<file path="src/rtl/brres_pkg.sv">
package brres_pkg;

    typedef struct packed {
        logic cf;
        logic zf;
        logic sf;
        logic of;
        logic pf;
    } flags_t;

    typedef enum logic [2:0] {
        CT_OVF      = 3'd0,
        CT_BELOW    = 3'd1,
        CT_ZERO     = 3'd2,
        CT_BELOW_EQ = 3'd3,
        CT_SIGN     = 3'd4,
        CT_PARITY   = 3'd5,
        CT_LESS     = 3'd6,
        CT_LESS_EQ  = 3'd7
    } cond_kind_t;

    localparam int NARROW_W = 16;

    function automatic logic base_test(cond_kind_t k, flags_t f);
        logic r;
        case (k)
            CT_OVF:      r = f.of;
            CT_BELOW:    r = f.cf;
            CT_ZERO:     r = f.zf;
            CT_BELOW_EQ: r = f.cf | f.zf;
            CT_SIGN:     r = f.sf;
            CT_PARITY:   r = f.pf;
            CT_LESS:     r = f.sf ^ f.of;
            default:     r = f.zf | (f.sf ^ f.of);
        endcase
        return r;
    endfunction

endpackage

</file>
<file path="src/rtl/brres_cond_eval.sv">
module brres_cond_eval
    import brres_pkg::*;
#(
    parameter int CNT_W = 32
) (
    input  logic [3:0]       cond_sel,
    input  flags_t           flags,
    input  logic             cnt_mode,
    input  logic [CNT_W-1:0] count_val,
    input  logic             op16,
    output logic             take
);
    logic flag_take;
    logic cnt_zero;

    always_comb begin
        flag_take = base_test(cond_kind_t'(cond_sel[3:1]), flags) ^ cond_sel[0];
        if (op16)
            cnt_zero = (count_val[NARROW_W-1:0] == '0);
        else
            cnt_zero = (count_val == '0);
        take = cnt_mode ? cnt_zero : flag_take;
    end

endmodule

</file>
<file path="src/rtl/brres_target_calc.sv">
module brres_target_calc
    import brres_pkg::*;
#(
    parameter int ADDR_W = 32,
    parameter int DISP_W = 8,
    parameter int LEN_W  = 4
) (
    input  logic [ADDR_W-1:0] ip_cur,
    input  logic [DISP_W-1:0] disp,
    input  logic [LEN_W-1:0]  instr_len,
    input  logic              take,
    input  logic              op16,
    input  logic [ADDR_W-1:0] cs_limit,
    output logic [ADDR_W-1:0] next_addr,
    output logic              over_limit
);
    localparam logic [ADDR_W-1:0] MASK16 = {{(ADDR_W-NARROW_W){1'b0}}, {NARROW_W{1'b1}}};

    logic [ADDR_W-1:0] disp_ext;
    logic [ADDR_W-1:0] len_ext;
    logic [ADDR_W-1:0] raw_sum;

    always_comb begin
        disp_ext   = {{(ADDR_W-DISP_W){disp[DISP_W-1]}}, disp};
        len_ext    = {{(ADDR_W-LEN_W){1'b0}}, instr_len};
        raw_sum    = ip_cur + (take ? disp_ext : len_ext);
        next_addr  = op16 ? (raw_sum & MASK16) : raw_sum;
        over_limit = take && (next_addr > cs_limit);
    end

endmodule

</file>
<file path="src/rtl/branch_resolve.sv">
module branch_resolve
    import brres_pkg::*;
#(
    parameter int ADDR_W = 32,
    parameter int DISP_W = 8,
    parameter int LEN_W  = 4
) (
    input  logic              clk,
    input  logic              rst,
    input  logic [3:0]        cond_sel,
    input  logic              cnt_mode,
    input  logic              flag_cf,
    input  logic              flag_zf,
    input  logic              flag_sf,
    input  logic              flag_of,
    input  logic              flag_pf,
    input  logic [ADDR_W-1:0] count_val,
    input  logic [DISP_W-1:0] disp,
    input  logic [ADDR_W-1:0] ip_cur,
    input  logic [LEN_W-1:0]  instr_len,
    input  logic              op16,
    input  logic [ADDR_W-1:0] cs_limit,
    input  logic              tb_trap_en,
    output logic [ADDR_W-1:0] ip_next,
    output logic              taken,
    output logic              gp_fault,
    output logic              dbg_trap
);
    flags_t            flags;
    logic              take_c;
    logic [ADDR_W-1:0] target_c;
    logic              over_c;
    logic              valid_q;

    assign flags = '{cf: flag_cf, zf: flag_zf, sf: flag_sf, of: flag_of, pf: flag_pf};

    brres_cond_eval #(.CNT_W(ADDR_W)) u_cond (
        .cond_sel  (cond_sel),
        .flags     (flags),
        .cnt_mode  (cnt_mode),
        .count_val (count_val),
        .op16      (op16),
        .take      (take_c)
    );

    brres_target_calc #(.ADDR_W(ADDR_W), .DISP_W(DISP_W), .LEN_W(LEN_W)) u_tgt (
        .ip_cur     (ip_cur),
        .disp       (disp),
        .instr_len  (instr_len),
        .take       (take_c),
        .op16       (op16),
        .cs_limit   (cs_limit),
        .next_addr  (target_c),
        .over_limit (over_c)
    );

    always_ff @(posedge clk) begin
        if (rst) begin
            ip_next  <= '0;
            taken    <= 1'b0;
            gp_fault <= 1'b0;
            dbg_trap <= 1'b0;
            valid_q  <= 1'b0;
        end else begin
            ip_next  <= over_c ? ip_cur : target_c;
            taken    <= take_c;
            gp_fault <= over_c;
            dbg_trap <= take_c && tb_trap_en && !over_c;
            valid_q  <= 1'b1;
        end
    end

    // a faulting branch leaves the pointer where it was
    a_r6_fault_keeps_ip: assert property (@(posedge clk) disable iff (rst)
        (valid_q && gp_fault) |-> (ip_next == $past(ip_cur)));

    // a completed taken branch never lands beyond the limit
    a_r6_within_limit: assert property (@(posedge clk) disable iff (rst)
        (valid_q && taken && !gp_fault) |-> (ip_next <= $past(cs_limit)));

    // trap only on a taken, non-faulting branch with trapping enabled
    a_r7_trap_qualified: assert property (@(posedge clk) disable iff (rst)
        (valid_q && dbg_trap) |-> (taken && !gp_fault && $past(tb_trap_en)));

    // narrow operand size keeps the pointer within 16 bits
    a_r4_wrap16: assert property (@(posedge clk) disable iff (rst)
        (valid_q && $past(op16) && !gp_fault) |-> (ip_next[ADDR_W-1:NARROW_W] == '0));

    // a zero count always takes the branch in count mode
    a_r5_count_zero: assert property (@(posedge clk) disable iff (rst)
        (valid_q && $past(cnt_mode) && ($past(count_val) == '0)) |-> taken);

endmodule

</file>
<file path="config.mk">
export PLATFORM = sky130hd
export DESIGN_NAME = branch_resolve
export DESIGN_NICKNAME = d
export VERILOG_FILES = /design/src/rtl/brres_pkg.sv /design/src/rtl/brres_cond_eval.sv /design/src/rtl/brres_target_calc.sv /design/src/rtl/branch_resolve.sv
export SDC_FILE = /design/constraint.sdc
export NUM_CORES = 1
export LEC_CHECK = 0
export ABC_AREA = 1
export BUFFER_PORTS_ARGS = -buffer_cell sky130_fd_sc_hd__clkbuf_2
export CAP_MARGIN = 15
export CORE_ASPECT_RATIO = 0.75
export CORE_MARGIN = 3
export CORE_UTILIZATION = 56
export DETAILED_ROUTE_END_ITERATION = 10
export PLACE_DENSITY = 0.88
export SYNTH_ARGS = -nofsm -noshare
export SYNTH_HDL_FRONTEND = slang
export SYNTH_SLANG_ARGS = --single-unit
</file>
<file path="constraint.sdc">
create_clock -name clk -period 8.26 [get_ports clk]
set_input_delay 0.413 -clock clk [delete_from_list [all_inputs] [get_ports clk]]
set_output_delay 0.413 -clock clk [all_outputs]
set_load 0.05 [all_outputs]
</file>
* Yosys cells after proc, flatten, opt, wreduce, memory -nomap -nowiden *
Cells that the tools add are included.

storage, ports and cells
  register bits after elaboration = 35

cells by class
  reductions and logical operators = 7
  add/sub/neg operators = 1
  mux-type cells = 6
  equal/unequal tests = 6
  bitwise operators = 4
  order comparisons = 1

operator list
  kind                  count
  $mux W32              3
  $add A32 B32 Y32      1
  $gt A32 B32 Y1        1
  $logic_not A32 Y1     1
  $logic_not A16 Y1     1
  $eq A3 B3 Y1 const B  3
  $pmux W1 S7           1
  $eq A3 B2 Y1 const B  2
  $eq A3 B1 Y1 const B  1
  $logic_and A1 B1 Y1   3
  $logic_not A3 Y1      1
  $mux W1               2
  $or A1 B1 Y1          2
  $xor A1 B1 Y1         2
  $logic_not A1 Y1      1

* Depth between registers and ports, before layout *
Gate-level depths: netlist (run 1).

  depth in word-level cells = 12
  gate-level depth with buffers = 47

* By module *
From an unflattened synthesis (run 1), not the netlist that was laid out.

unflattened totals
  cell total of the unflattened synthesis = 880
  area total of the unflattened synthesis = 4973.5 um2

by module, submodules not included
  module             instances  seq. area each (um2)  area an instance (um2)  cells an instance
  brres_target_calc  1          0.0                   3348.2                  616
  branch_resolve     1          700.7                 1402.6                  212
  brres_cond_eval    1          0.0                   222.7                   52

* Least setup slack after synthesis (run 1) *
Ideal clock, no wire load.

  path type = input -> register
  start = input port count_val[31]
  end = register ip_next[12]
  buffers on the path = 3
  stages on the path = 44
  arrival = 5.400 ns
  slack = 2.732 ns
  cells stage by stage = nor2_1 -> nand2_1 -> nor2_1 -> nand2_1 -> nand2_1 -> nand2_1 -> nand2_1 -> buf_2 -> nand2_1 -> buf_2 -> mux2_2 -> ha_1 -> inv_1 -> fa_1 -> o21ai_0 -> a21oi_1 -> o21ai_0 -> nand2_1 -> [... 8 more ...] -> nand2_1 -> nand2_1 -> nand2_1 -> nor2_1 -> ha_1 -> nand2_1 -> inv_1 -> nand3_1 -> nor3_1 -> nor4b_1 -> nand2_1 -> nand2_1 -> nand2_1 -> nor2_1 -> nor2_2 -> inv_1 -> buf_2 -> o22ai_1

between the ends
  word-level cells in the longest chain between the ends = 9

RTL lines
  element               line                     text
  start, declared       branch_resolve.sv:17     input logic [ADDR_W-1:0] count_val,
  $logic_not A32 Y1 *   brres_cond_eval.sv:21    cnt_zero = (count_val == '0);
  $mux W1 *             brres_cond_eval.sv:18    if (op16)
  $mux W1 *             brres_cond_eval.sv:22    take = cnt_mode ? cnt_zero : flag_take;
  $mux W32              brres_target_calc.sv:26  raw_sum = ip_cur + (take ? disp_ext : len_ext);
  $add A32 B32 Y32      brres_target_calc.sv:26
  $mux W32              brres_target_calc.sv:27  next_addr = op16 ? (raw_sum & MASK16) : raw_sum;
  $gt A32 B32 Y1        brres_target_calc.sv:28  over_limit = take && (next_addr > cs_limit);
  $logic_and A1 B1 Y1   brres_target_calc.sv:28
  $mux W32 *            branch_resolve.sv:65     ip_next <= over_c ? ip_cur : target_c;
  end signal, assigned  branch_resolve.sv:65
  end, declared         branch_resolve.sv:24     output logic [ADDR_W-1:0] ip_next,

Mark *: on every way between the ends. The rest lies on a longest branch, timed or not.
A chain may end at the register's enable or synchronous reset.

* Worst setup path in the final report (run 1) *
  start = input port cond_sel[3]
  end = register ip_next[17]

between the ends
  word-level cells in the longest chain between the ends = 10
  elaborated cells on any way between the ends = 16
  those cells by class = add/sub (1); order compare (1); eq/ne (6); mux (5); bitwise (1); reduce/logical (2)

RTL lines
  element                               line                     text
  start, declared                       branch_resolve.sv:10     input logic [3:0] cond_sel,
  $eq A3 B3 Y1 (tied with other cells)  brres_pkg.sv:26          case (k)
  $pmux W1 S7 *                         brres_pkg.sv:26
  $xor A1 B1 Y1 *                       brres_cond_eval.sv:17    flag_take = base_test(cond_kind_t'(cond_sel[3:1]), flags) ^ cond_sel[0];
  $mux W1 *                             brres_cond_eval.sv:22
  $mux W32                              brres_target_calc.sv:26
  $add A32 B32 Y32                      brres_target_calc.sv:26
  $mux W32                              brres_target_calc.sv:27
  $gt A32 B32 Y1                        brres_target_calc.sv:28
  $logic_and A1 B1 Y1                   brres_target_calc.sv:28
  $mux W32 *                            branch_resolve.sv:65

Marks and branches as above.

==> results of run 1 <==
[flip-flops by register name (all words and copies together) (netlist names)]
| signal | flops |
|---|---|
| taken | 1 |
| gp_fault | 1 |
| dbg_trap | 1 |
| ip_next | 32 |
[power groups by stage]
| stage | logic (uW) | clock network, uW | registers (uW) |
|---|---|---|---|
| final | 409 | 194 | 195 |
| after global routing | 451 | 198 | 197 |
| after CTS | 405 | 192 | 195 |
| after detailed placement | 403 | 0 | 200 |
| after global placement | 396 | 0 | 199 |
| after floorplan | 220 | 0 | 273 |
[placed cells by master (no fill, tap or decap), types with 14 or more instances in the layout]
| cell | Yosys | layout |
|---|---|---|
| nand2_1 | 184 | 184 |
| a21oi_1 | 28 | 28 |
| clkbuf_2 | 0 | 156 |
| nor2_1 | 64 | 64 |
| dfxtp_1 | 35 | 35 |
| nand4_1 | 30 | 30 |
| inv_1 | 137 | 137 |
| nand2_2 | 26 | 26 |
| ha_1 | 43 | 43 |
| nand3_1 | 49 | 49 |
| o41ai_1 | 14 | 14 |
[metrics by stage]
step | power (uW) | std cells | worst slack [ps]
2_1_floorplan | 493 | 750 | 2730
5_1_grt | 846 | 1007 | 900
3_3_place_gp | 595 | 999 | 1620
4_1_cts | 793 | 1007 | 1670
3_5_place_dp | 602 | 999 | 1370
6_report | 798 | 1007 | 1600
[layout make-up]
type	instances	area, um^2
clock buffers	5	68.8
clock inverters	3	67.6
fillers	719	2370
inverters	146	548
multi-input cells	552	3280
flip-flops and latches	35	701
well taps	105	131
repair buffers	161	818
[synth_stat cells (all sizes together)]
master	number
o211ai	1
a211oi	1
xnor2	5
dfxtp	35
mux2	3
nor2	83
ha	43
a21oi	28
and2	2
nor3	4
nand4	38
inv	144
clkinv	2
o22ai	10
clkbuf	3
a22o	3
o21bai	2
o221ai	2
o21ai	23
nor4b	1
o21a	2
fa	1
nand3	55
and3	1
o41ai	14
buf	14
nand2	219
xor2	9
o2111ai	2
[path summary, 6_finish.rpt]
kind | end | slack, ps | depth (start not counted)
worst min-delay path | ip_next[4] | 330 | 3
worst max-delay path | ip_next[17] | 1600 | 44
[layer usage]
layer  routed length, um  GRT usage [%]
met3                1520           4.85
met1                6370           41.9
met4                 185           6.30
met5                   0              0
met2                5960           46.9
[cells by family after synthesis]
kind of cell,count (synthesis),share of synthesized area [%]
AND/OR/NAND/NOR,403,43.1
buffers and inverters,163,14.3
AO/OA/AOI/OAI,88,12.1
adder cells (fa/ha/maj),44,12.0
flip-flops,35,15.1
XOR/XNOR,14,2.64
multiplexers,3,0.727
==> metrics.yaml, run 1 <==
syn_area_per_cell_um2: 6.20
synth.distinct_cells: 45
fp.coreArea_um2: 7990
grt_max_degree: 23
post_dp_cell_area_um2: 5480
cp_slowest_stage_delay_ps: 470
fp.dieW_um: 111
startpoint: "cond_sel[3]"
min_from: "ip_cur[4]"
crit_family: "simple AND/OR/NAND/NOR gates"
dp.final_hpwl_mm: 11.7
die_y_um: 84.9
clkTransAtPathRegs_ps: 90
rows: 28
finalCritPeriodShare_pct: 80.6
fin_tns_setup_ps: 0
internal-power_uw: 441
path_buf_inv: 7
crit_required_ps: 8420
routedWlPerCell_um: 13.9
syn_nets: 916
power_density_nw_per_um2: 142
layout.nets: 1067
clock.fmax_ghz: 0.150
p_switching_uw: 357
yosys.area.top_type: "dfxtp_1"
firstDrtPassIters: 5
worst_slew_pin_slew_ps: 827
design_area_um2: 5620
start_util_pct: 58.2
numCtsBuffers: 5
crit_fanout: 22
grt_pass1_wl_mm: 23.0
seq_area_frac_synth_pct: 15.1
diodes: 0
place_congestion: 0.994
ir_drop_mv: 0.127
holdWs_ps: 329
slew_headroom_pct: 44.1
synth_top_cell_area_share_pct: 15.1
antenna_found_initial: 0
ios: 157
max-cap-violations: 0
status: "completed"
clock_sink_count: 35
p_seq_share_pct: 24.5
startpoint_type: "primary input"
final_layout_size_suffix_gt1_share_pct: 27.9
netlist_area_um2: 4650
grt.total_usage_pct: 29.3
portBuffers: 156
grt_pass1_vias: 4967
end_kind: "flip-flop"
root_buffer: "clkbuf_8"
cts_tree: "done"
layout_min_cycle_time_ps: 6660
clock_power_share_pct: 24.3
drtIter0Drc: 510
crit_top_cell: "nand2_1"
ys_warn_count: 0
gr-total-overflow: 0
syn_to_final_growth_pct: 20.8
wirelength_mm: 14.0
synth_seq_cells: 35
grt_setup_unrepaired: "false"
crit_type: "primary input to flip-flop"
synth_area_leaders: "dfxtp_1 (15%), nand2_1 (15%), ha_1 (12%)"
combPwrFrac_pct: 51.2
cts_setup_buffers: 0
sw_frac_of_total_pct: 44.8
clk_path_buf_depth: 2
cts_htree_levels: 2
die_area_um2: 9440
drc_errors: 0
setup_viol_count_final: 0
crit_slowest_cell: "inv_1"
cts-resized-gates: 0
num_vias: 5434
ctsHoldBuffers: 0
postLayoutCoreUtil_pct: 70.3
final-hold-violation-count: 0
hold_class: "primary input to flip-flop"
via_per_inst: 5.40
power_leakage_uw: 0.00340
postRouteAntennaNets: 0
critPathArrivalTime_ps: 6820
synth_cells: 750
finalMaxSlewViolations: 0
Power figures use the tool's default switching activity.
==> run 2: changes to the inputs <==
ABC_AREA = 0   (was 1)
CORE_UTILIZATION = 45   (was 56)
PLACE_DENSITY = 0.78   (was 0.88)
clock period = 5.6 ns   (was 8.26 ns; I/O delays follow)
==> metrics.yaml, run 2 <==
status: "finished with violations"
violations: "negative setup slack"
final_cell_mix: "clkbuf_2 (154), buf_4 (95), nor2_1 (49)"
grt_pass1_wl_mm: 23.2  # +1.1%
combPwrFrac_pct: 50.3  # -0.9 points
setup_ws_ps: -99.0  # -1700 ps
rows: 28  # unchanged
syn_nets: 705  # -23%
min_from: "ip_cur[30]"
largest_register_ff_count: 32  # unchanged
ctsHoldBuffers: 0  # unchanged
root_buffer: "clkbuf_16"
clock_power_share_pct: 26.7  # +2.4 points
gr-total-overflow: 0  # unchanged
power_density_nw_per_um2: 207  # +45%
path_buf_inv: 4  # -3
synth_commonest_cells: "nor2_1 (50), nand2_1 (45), inv_1 (44), ha_1 (43), dfxtp_1 (35)"
grt_max_degree: 36  # +57%
synth_seq_cells: 35  # unchanged
end_kind: "flip-flop"
layout_min_cycle_time_ps: 5700
hold_class: "primary input to flip-flop"
crit_slowest_cell: "or4b_4"
synth_cells: 539  # -28%
sw_frac_of_total_pct: 39.5  # -5.2 points
clock_sink_count: 35  # unchanged
fp.dieW_um: 114  # +2.9%
drc_errors: 0  # unchanged
die_area_um2: 9980  # +5.8%
final_common_cell: "clkbuf_2"
clk_path_buf_depth: 2  # unchanged
startpoint_type: "primary input"
grt_setup_unrepaired: "true"
final_layout_size_suffix_gt1_share_pct: 41.7  # +14 points
power_leakage_uw: 0.00299  # -12%
max-cap-violations: 0  # unchanged
ys_warn_count: 0  # unchanged
crit_type: "primary input to flip-flop"
critPathArrivalTime_ps: 5930  # -890 ps
p_switching_uw: 484  # +35%
clkTransAtPathRegs_ps: 60  # -30 ps
ir_drop_mv: 0.132  # +4.1%
wirelength_mm: 15.6  # +12%
grt_pass1_vias: 4890  # -1.6%
final-instance-count-excl-fill: 878  # -13%
cp_slowest_stage_delay_ps: 530  # +60 ps
crit_top_cell: "nand2_1"
layout.nets: 938  # -12%
routedWlPerCell_um: 17.8  # +28%
final-hold-violation-count: 0  # unchanged
drtIter0Drc: 600  # +18%
synthArstFlopShare_pct: 0  # unchanged
p_total_uw: 1220  # +53%
yosys.area.top_type: "dfxtp_1"
postRouteAntennaNets: 0  # unchanged
finalCritPeriodShare_pct: 102
grt.total_usage_pct: 29.0  # -0.30 points
min_path_cells: 3  # unchanged
seq_area_um2: 701  # unchanged
fp.coreArea_um2: 8230  # +3.1%
synth_edf_count: 0  # unchanged
hold_path_end: "ip_next[30]"
synth_area_leaders: "dfxtp_1 (18%), ha_1 (14%), xnor2_1 (5.5%)"
num_vias: 5223  # -3.9%
worst_slew_pin_slew_ps: 719  # -109 ps
internal-power_uw: 741  # +68%
diodes: 0  # unchanged
slew_headroom_pct: 51.6  # +7.5 points
antenna_found_initial: 0  # unchanged
p_seq_share_pct: 23.0  # -1.5 points
top_register: "ip_next"
placed_cells: 855  # -14%
syn_to_final_growth_pct: 49.4
dp.final_hpwl_mm: 12.6  # +7.8%
cts_htree_levels: 2  # unchanged
yosysMostFrequentCell: "nor2_1"
fillerInstances: 641  # -11%
synth.distinct_cells: 67  # +49%
cts_tree: "done"
clock.fmax_ghz: 0.175
seq_area_frac_synth_pct: 17.7  # +2.6 points
synthFlopType: "dfxtp_1"
crit_required_ps: 5830  # -2590 ps
fin_tns_setup_ps: -135  # -135 ps
crit_fanout: 4  # -82%
syn_area_per_cell_um2: 7.35  # +19%
numCtsBuffers: 5  # unchanged
start_util_pct: 48.1  # -10 points
netlist_area_um2: 3960  # -15%
multi_input_comb_area_um2: 3190  # -2.7%
firstDrtPassIters: 6  # +1
via_per_inst: 5.95  # +10%
crit_family: "compound AO/OA/AOI/OAI gates"
portBuffers: 156  # unchanged
finalMaxSlewViolations: 0  # unchanged
synth_top_cell_area_share_pct: 17.7  # +2.6 points
place_congestion: 1.05  # +5.2%
die_y_um: 87.3  # +2.8%
setup_viol_count_final: 5  # +5
ios: 157  # unchanged
[run 2: worst max path at each step]
stage | cells after the start | slack, ps | startpoint | endpoint
6_report | 32 | -100 | flag_zf | ip_next[31]
5_1_grt | 31 | -310 | flag_zf | ip_next[31]
3_5_place_dp | 32 | -660 | cond_sel[2] | ip_next[31]
4_1_cts | 30 | 7 | cond_sel[2] | ip_next[31]
3_3_place_gp | 32 | -510 | cond_sel[2] | ip_next[31]
2_1_floorplan | 32 | 10 | cond_sel[2] | ip_next[10]
[run 2: logic make-up after synthesis]
| kind of cell | after synthesis | synth area share, % |
|---|---|---|
| simple gates | 198 | 25.2 |
| compound gates | 146 | 25.8 |
| buf+inv | 74 | 7.73 |
| fa+ha+maj | 44 | 14.1 |
| xor+xnor | 35 | 7.73 |
| flops | 35 | 17.7 |
| mux | 7 | 1.86 |
[run 2: stage by stage]
step	hold WS, ps	setup slack, ps	cell area (um^2)	utilization, %
2_1_floorplan	349	14.1	3970	-
3_3_place_gp	512	-511	5390	65.5
3_5_place_dp	515	-664	5390	65.5
4_1_cts	223	6.58	5640	68.5
5_1_grt	246	-309	5920	71.9
6_report	225	-99.0	5920	71.9
[run 2: worst min-delay path: cells and delay by family]
family	cells	cell delay [ps]
buffers and inverters	1	90
AND/OR/NAND/NOR	1	40
AO/OA/AOI/OAI	1	60
[run 2: what timing repair did]
item	in CTS	in global routing
endpoints found under the setup margin	29	34
setup buffers	3	12
gates resized for setup	14	43
gates cloned	0	0
pin swaps	8	43
[run 2: final cells by class]
cell class	instances	share of cell area (%)
timing repair buffer	255	26.3
clock inverter	3	0.739
sequential	35	11.8
clock buffer	5	2.11
inverter	45	2.85
tap	105	2.22
multi-input combinational	430	53.9
[run 2: power groups by stage]
stage / registers (uW) / logic [uW] / clock network, uW
2_1_floorplan: 377 / 253 / 0
3_3_place_gp: 286 / 548 / 0
3_5_place_dp: 287 / 561 / 0
4_1_cts: 282 / 573 / 330
5_1_grt: 283 / 657 / 338
6_report: 281 / 616 / 327
[run 2: per-layer routing]
metal	routed length [um]	part of all wire, %	global-route usage [%]
met1	6540	42	40.5
met2	6860	44	45.2
met3	2040	13	7.99
met4	201	1.3	5.29
met5	0	0	0
